[src/rtl/spi_port_pkg.sv]
package spi_port_pkg;

  // Synchronized pin events, one system clock cycle wide.
  typedef struct packed {
    logic cs_low;
    logic cs_fall;
    logic cs_rise;
    logic sck_rise;
    logic sck_fall;
    logic sdi;
  } spi_evt_t;

  // Next bit position inside a byte, wrapping at the byte width.
  function automatic int unsigned bit_pos_next(input int unsigned pos,
                                               input int unsigned width);
    return (pos + 1 == width) ? 0 : pos + 1;
  endfunction

  // A frame is whole when the position is back at zero and a full byte was seen.
  function automatic logic frame_is_whole(input int unsigned pos,
                                          input logic seen_byte);
    return (pos == 0) && seen_byte;
  endfunction

endpackage

[src/rtl/spi_pin_sync.sv]
module spi_pin_sync
  import spi_port_pkg::*;
#(
  parameter int STAGES = 2
) (
  input  logic     clk,
  input  logic     rst_n,
  input  logic     cs_n,
  input  logic     sclk,
  input  logic     sdi,
  output spi_evt_t evt
);
  localparam int NSIG = 3;
  // Idle pin levels in the order {select, clock, data}.
  localparam logic [NSIG-1:0] IDLE = 3'b100;

  logic [NSIG-1:0] pins;
  logic [NSIG-1:0] chain [STAGES];
  logic [NSIG-1:0] synced;
  logic [1:0]      last_q;   // {select, clock} one cycle older

  assign pins = {cs_n, sclk, sdi};

  for (genvar g = 0; g < STAGES; g++) begin : gen_stage
    if (g == 0) begin : gen_first
      always_ff @(posedge clk or negedge rst_n) begin
        if (!rst_n) chain[g] <= IDLE;
        else        chain[g] <= pins;
      end
    end else begin : gen_rest
      always_ff @(posedge clk or negedge rst_n) begin
        if (!rst_n) chain[g] <= IDLE;
        else        chain[g] <= chain[g-1];
      end
    end
  end

  assign synced = chain[STAGES-1];

  always_ff @(posedge clk or negedge rst_n) begin
    if (!rst_n) last_q <= IDLE[2:1];
    else        last_q <= synced[2:1];
  end

  assign evt.cs_low   = !synced[2];
  assign evt.cs_fall  = last_q[1] && !synced[2];
  assign evt.cs_rise  = !last_q[1] && synced[2];
  assign evt.sck_rise = !last_q[0] && synced[1];
  assign evt.sck_fall = last_q[0] && !synced[1];
  assign evt.sdi      = synced[0];

endmodule

[src/rtl/spi_shift_core.sv]
module spi_shift_core
  import spi_port_pkg::*;
#(
  parameter int W = 8
) (
  input  logic         clk,
  input  logic         rst_n,
  input  logic         cs_fall,
  input  logic         cs_low,
  input  logic         sck_rise,
  input  logic         sck_fall,
  input  logic         sdi_s,
  input  logic [W-1:0] status_in,
  output logic [W-1:0] sh_q,
  output logic         sdo,
  output logic         status_cap,
  output logic         whole
);
  localparam int CNT_W = (W > 1) ? $clog2(W) : 1;

  logic             rx_bit_q;
  logic [CNT_W-1:0] cnt_q;
  logic             seen_q;
  logic             take_bit;
  logic             move_bit;

  assign take_bit = cs_low && !cs_fall && sck_rise;
  assign move_bit = cs_low && !cs_fall && sck_fall;

  always_ff @(posedge clk or negedge rst_n) begin
    if (!rst_n) begin
      sh_q     <= '0;
      rx_bit_q <= 1'b0;
      cnt_q    <= '0;
      seen_q   <= 1'b0;
    end else if (cs_fall) begin
      sh_q   <= status_in;
      cnt_q  <= '0;
      seen_q <= 1'b0;
    end else begin
      if (take_bit) begin
        rx_bit_q <= sdi_s;
        cnt_q    <= CNT_W'(bit_pos_next(32'(cnt_q), W));
        if (32'(cnt_q) == W - 1) seen_q <= 1'b1;
      end
      if (move_bit) sh_q <= {sh_q[W-2:0], rx_bit_q};
    end
  end

  assign whole      = frame_is_whole(32'(cnt_q), seen_q);
  assign status_cap = cs_fall;
  assign sdo        = sh_q[W-1];

  // a select fall loads the status byte
  p_load_status_r1: assert property (@(posedge clk) disable iff (!rst_n)
    cs_fall |=> sh_q == $past(status_in));

  // a falling serial clock moves the sampled bit into bit 0
  p_shift_in_r2: assert property (@(posedge clk) disable iff (!rst_n)
    (sck_fall && cs_low && !cs_fall) |=> sh_q[0] == $past(rx_bit_q));

  // the shift register is frozen while the select is high
  p_idle_hold_r5: assert property (@(posedge clk) disable iff (!rst_n)
    !cs_low |=> $stable(sh_q));

endmodule

[src/rtl/spi_cmd_hold.sv]
module spi_cmd_hold #(
  parameter int W      = 8,
  parameter int NUM_CH = 4
) (
  input  logic              clk,
  input  logic              rst_n,
  input  logic              sleep,
  input  logic              cs_rise,
  input  logic              cs_low,
  input  logic              whole,
  input  logic [W-1:0]      sh_q,
  input  logic [NUM_CH-1:0] pin_en,
  output logic [W-1:0]      cmd_q,
  output logic              cmd_valid,
  output logic [NUM_CH-1:0] chan_en
);
  logic commit;
  logic sleep_clear;

  assign sleep_clear = sleep && !cs_low;
  assign commit      = cs_rise && whole && !sleep;

  always_ff @(posedge clk or negedge rst_n) begin
    if (!rst_n) begin
      cmd_q     <= '0;
      cmd_valid <= 1'b0;
    end else begin
      if (sleep_clear) cmd_q <= '0;
      else if (commit) cmd_q <= sh_q;
      cmd_valid <= commit;
    end
  end

  assign chan_en = cmd_q[NUM_CH-1:0] | pin_en;

  // a committed frame lands the shift register contents
  p_commit_data_r3: assert property (@(posedge clk) disable iff (!rst_n)
    (cs_rise && whole && !sleep) |=> cmd_q == $past(sh_q));

  // the commit strobe lasts a single cycle
  p_strobe_single_r3: assert property (@(posedge clk) disable iff (!rst_n)
    cmd_valid |=> !cmd_valid);

  // a partial frame leaves the command byte alone
  p_reject_partial_r4: assert property (@(posedge clk) disable iff (!rst_n)
    (cs_rise && !whole && !sleep) |=> $stable(cmd_q));

  // sleep with the select high zeroes the command byte
  p_sleep_zero_r7: assert property (@(posedge clk) disable iff (!rst_n)
    (sleep && !cs_low) |=> (cmd_q == '0) && !cmd_valid);

endmodule

[src/rtl/spi_byte_port.sv]
module spi_byte_port
  import spi_port_pkg::*;
#(
  parameter int BYTE_W      = 8,
  parameter int NUM_CH      = 4,
  parameter int SYNC_STAGES = 2
) (
  input  logic              clk,
  input  logic              rst_n,
  input  logic              sleep,
  input  logic              cs_n,
  input  logic              sclk,
  input  logic              sdi,
  output logic              sdo,
  output logic              sdo_oe,
  input  logic [BYTE_W-1:0] status_in,
  output logic              status_cap,
  input  logic [NUM_CH-1:0] pin_en,
  output logic [BYTE_W-1:0] cmd_reg,
  output logic              cmd_valid,
  output logic [NUM_CH-1:0] chan_en
);
  spi_evt_t          evt;
  logic [BYTE_W-1:0] sh_q;
  logic              whole;

  spi_pin_sync #(.STAGES(SYNC_STAGES)) u_sync (
    .clk   (clk),
    .rst_n (rst_n),
    .cs_n  (cs_n),
    .sclk  (sclk),
    .sdi   (sdi),
    .evt   (evt)
  );

  spi_shift_core #(.W(BYTE_W)) u_shift (
    .clk        (clk),
    .rst_n      (rst_n),
    .cs_fall    (evt.cs_fall),
    .cs_low     (evt.cs_low),
    .sck_rise   (evt.sck_rise),
    .sck_fall   (evt.sck_fall),
    .sdi_s      (evt.sdi),
    .status_in  (status_in),
    .sh_q       (sh_q),
    .sdo        (sdo),
    .status_cap (status_cap),
    .whole      (whole)
  );

  spi_cmd_hold #(.W(BYTE_W), .NUM_CH(NUM_CH)) u_cmd (
    .clk       (clk),
    .rst_n     (rst_n),
    .sleep     (sleep),
    .cs_rise   (evt.cs_rise),
    .cs_low    (evt.cs_low),
    .whole     (whole),
    .sh_q      (sh_q),
    .pin_en    (pin_en),
    .cmd_q     (cmd_reg),
    .cmd_valid (cmd_valid),
    .chan_en   (chan_en)
  );

  assign sdo_oe = evt.cs_low;

endmodule

[config.mk]
export PLATFORM = sky130hd
export DESIGN_NAME = spi_byte_port
export DESIGN_NICKNAME = d
export VERILOG_FILES = /design/src/rtl/spi_port_pkg.sv /design/src/rtl/spi_pin_sync.sv /design/src/rtl/spi_shift_core.sv /design/src/rtl/spi_cmd_hold.sv /design/src/rtl/spi_byte_port.sv
export SDC_FILE = /design/constraint.sdc
export NUM_CORES = 1
export LEC_CHECK = 0
export BUFFER_PORTS_ARGS = -buffer_cell sky130_fd_sc_hd__buf_4
export CORE_MARGIN = 2
export CORE_UTILIZATION = 38
export DETAILED_ROUTE_END_ITERATION = 16
export SYNTH_ARGS = -nofsm -noshare
export SYNTH_HDL_FRONTEND = slang
export SYNTH_HIERARCHICAL = 1
export SYNTH_SLANG_ARGS = --single-unit
[constraint.sdc]
create_clock -name clk -period 1.6 [get_ports clk]
set_clock_uncertainty 0.2 [all_clocks]
set_input_delay 0.16 -clock clk [delete_from_list [all_inputs] [get_ports clk]]
set_output_delay 0.16 -clock clk [all_outputs]
set_load 0.03 [all_outputs]
==> flow_metrics.env <==
export IMPL_io_buffers=33
export IMPL_critPathLaunchType="register"
export IMPL_syn_area_per_cell_um2=11.2
export IMPL_ant_nets=0
export IMPL_numCtsBuffers=5
export IMPL_ys_seq_area_share_pct=50.8
export IMPL_drive_above_1_share_pct=45.2
export IMPL_synthCells=132
export IMPL_fmax_mhz=635
export IMPL_drt_initial_drc_count=46
export IMPL_clk_latency_ps=270
export IMPL_syn_nets=154
export IMPL_placed_cell_area_um2=1780
export IMPL_slew_headroom_pct=75.1
export IMPL_worst_pin_slew_ps=373
export IMPL_arrival_ps=1210
export IMPL_period_share_pct=98.4
export IMPL_busiest_layer="met2"
export IMPL_synth_seq_cells=30
export IMPL_ys_warn_count=6
export IMPL_synth_top_area_share_pct=45.5
export IMPL_synth_largest_area_cell="dfrtp_1"
export IMPL_rows=22
export IMPL_vias_per_cell=4.85
export IMPL_drc=0
export IMPL_outcome="complete, no violations"
export IMPL_hold_class="input port to asynchronous set/reset pin"
export IMPL_path_class="register to output pin"
export IMPL_htreeDepth=2
export IMPL_cts_sinks=30
export IMPL_leakage_nw=1.05
export IMPL_grt_pass1_wl_um=4780
export IMPL_wl_per_cell_um=12.2
export IMPL_max_cap_violations=0
export IMPL_critPathMaxFanout=3
export IMPL_syn_to_final_growth_pct=44.7
export IMPL_p_total_mw=1.85
export IMPL_async_flop_share_pct=100
export IMPL_cts_path_max_buffers=2
export IMPL_cellPowerDensity_nw_per_um2=860
export IMPL_worst_slack_ps=25.3
export IMPL_postSynth_topFlopCell="dfrtp_1"
export IMPL_antenna_cells=0
export IMPL_hpwl_um=1980
export IMPL_gp_congestion=0.732
export IMPL_finalHoldViolCount=0
export IMPL_ir_drop_mv=0.615
export IMPL_nNetsFinal=209
export IMPL_first_pass_iters=4
export IMPL_cts_tree="built"
export IMPL_worstPathRequired_ps=1240
export IMPL_clk_pin_slew_ps=60
export IMPL_drt_wl_total_um=2870
export IMPL_overflow=0
export IMPL_root_buffer="clkbuf_8"
export IMPL_postLayoutCoreUtil_pct=57.8
export IMPL_vias=1144
export IMPL_cp_end_kind="output pin"
export IMPL_die_area_um2=4420
export IMPL_finalMaxSlewViolations=0
export IMPL_whs_ps=146
export IMPL_setup_viol=0
export IMPL_start_util_pct=39.9
export IMPL_io_pins=34
export IMPL_use_met2_pct=24.8
export IMPL_synth_cell_types=32
export IMPL_rsz0062_at_grt="true"
export IMPL_fin_crit_ps=1570
export IMPL_synth_area_um2=1480
export IMPL_dpl_worst_slack_ps=-50.4
export IMPL_use_met1_pct=16.7
export IMPL_chipHeight_um=66.5
export IMPL_cp_startpoint="u_sync/synced[2]"
export IMPL_synth_most_common_cell="dfrtp_1"
export IMPL_synth_commonest_cells="27 x dfrtp_1, 12 x nand2_1, 9 x nand3_1"
export IMPL_antenna_found_initial=0
export IMPL_grt_use_total_pct=14.2
export IMPL_worst_r2r_path_depth=5
export IMPL_core_area_um2=3720
export IMPL_synth_area_leaders="dfrtp_1 46%, o211ai_2 6.7%, mux2i_1 5.4%"
export IMPL_worstReg2RegStart="u_shift/cnt_q[0]"
export IMPL_synth_edf_count=0
export IMPL_grt_pass1_vias=1117
export IMPL_finalInstanceArea_um2=2150
export IMPL_grt_util_met3_pct=3.89
export IMPL_die_w_um=66.5
export IMPL_grt_max_degree=31
-- metrics by stage --
stage          std cells  TNS (ps)
2_1_floorplan        132         0
3_3_place_gp         209         0
3_5_place_dp         209     -50.4
4_1_cts              233         0
5_1_grt              236     -21.7
6_report             236         0
-- sequential cells by signal, summed over array words and instances, names as in the netlist --
name and flops:
u_cmd/cmd_valid 1, u_shift/rx_bit_q 1, u_sync/synced 3, u_cmd/cmd_q 8
u_shift/sh_q 8, u_shift/cnt_q 3, u_sync/last_q 2, u_sync/chain 3
u_shift/seen_q 1
-- cell usage in the layout (no fill, tap or decap), types with 2 or more instances in the layout --
cell type	n
and2b_2	2
nand2_1	11
nand2b_1	8
dlygate4sd3_1	13
buf_12	2
ha_1	2
nand2_2	2
clkbuf_8	8
inv_1	2
nand3_1	9
nor2_1	2
nor2b_4	2
o211ai_2	8
buf_4	38
nand4b_1	8
o21ai_1	6
or2_2	4
and2_4	2
dfstp_2	3
dfrtp_1	27
mux2i_1	8
o21ai_0	2
buf_6	5
-- where the power goes --
| part | internal [mW] | switching (mW) |
|---|---|---|
| clock network | 0.434 | 0.261 |
| logic | 0.156 | 0.136 |
| registers | 0.818 | 0.0411 |
| total | 1.41 | 0.439 |
-- path summary, 6_finish.rpt --
check,endpoint,slack (ps)
max in group asynchronous,u_sync/chain[5],740
min in group clk,u_sync/synced[1],150
max reg2reg,u_shift/cnt_q[1],50
max,status_cap,30
min,u_shift/seen_q,150
min reg2reg,u_sync/synced[1],150
-- per-layer routing --
layer	vias to the layer above	part of all wire [%]	wire (um)
li1	570	-	-
met1	546	45	1280
met2	26	50	1440
met3	2	4.4	125
met4	0	0.70	20
met5	-	0	0
-- critical path, cell delays in order, from the launching register on --
cell,delay [ps]
dfstp_2,560
buf_12,110
nor2b_4,40
buf_6,110
buf_6,130
-- repair_timing --
item | 4_1_cts | 5_1_grt
cloned | 0 | 1
gates resized for setup | 8 | 9
endpoints found under the hold margin | 42 | 0
endpoints found under the setup margin | 3 | 12
pin swaps | 3 | 3
buffers inserted | 3 | 2
hold buffers | 13 | 0
-- area by class of cell --
| class | count | area, um^2 |
|---|---|---|
| Sequential cell | 30 | 754 |
| Multi-Input combinational cell | 89 | 699 |
| Fill cell | 318 | 1570 |
| Clock buffer | 8 | 110 |
| Inverter | 3 | 11.3 |
| Timing Repair Buffer | 58 | 512 |
| Tap cell | 48 | 60.1 |
-- kinds of logic after synthesis --
| logic type | count (synthesis) | share of synthesized area, % |
|---|---|---|
| simple gates | 54 | 22.3 |
| flops | 30 | 50.8 |
| compound gates | 20 | 11.1 |
| buf+inv | 14 | 5.65 |
| mux | 9 | 6.16 |
| fa+ha+maj | 4 | 3.37 |
| xor+xnor | 1 | 0.590 |
(Power assumes the default switching activity.)
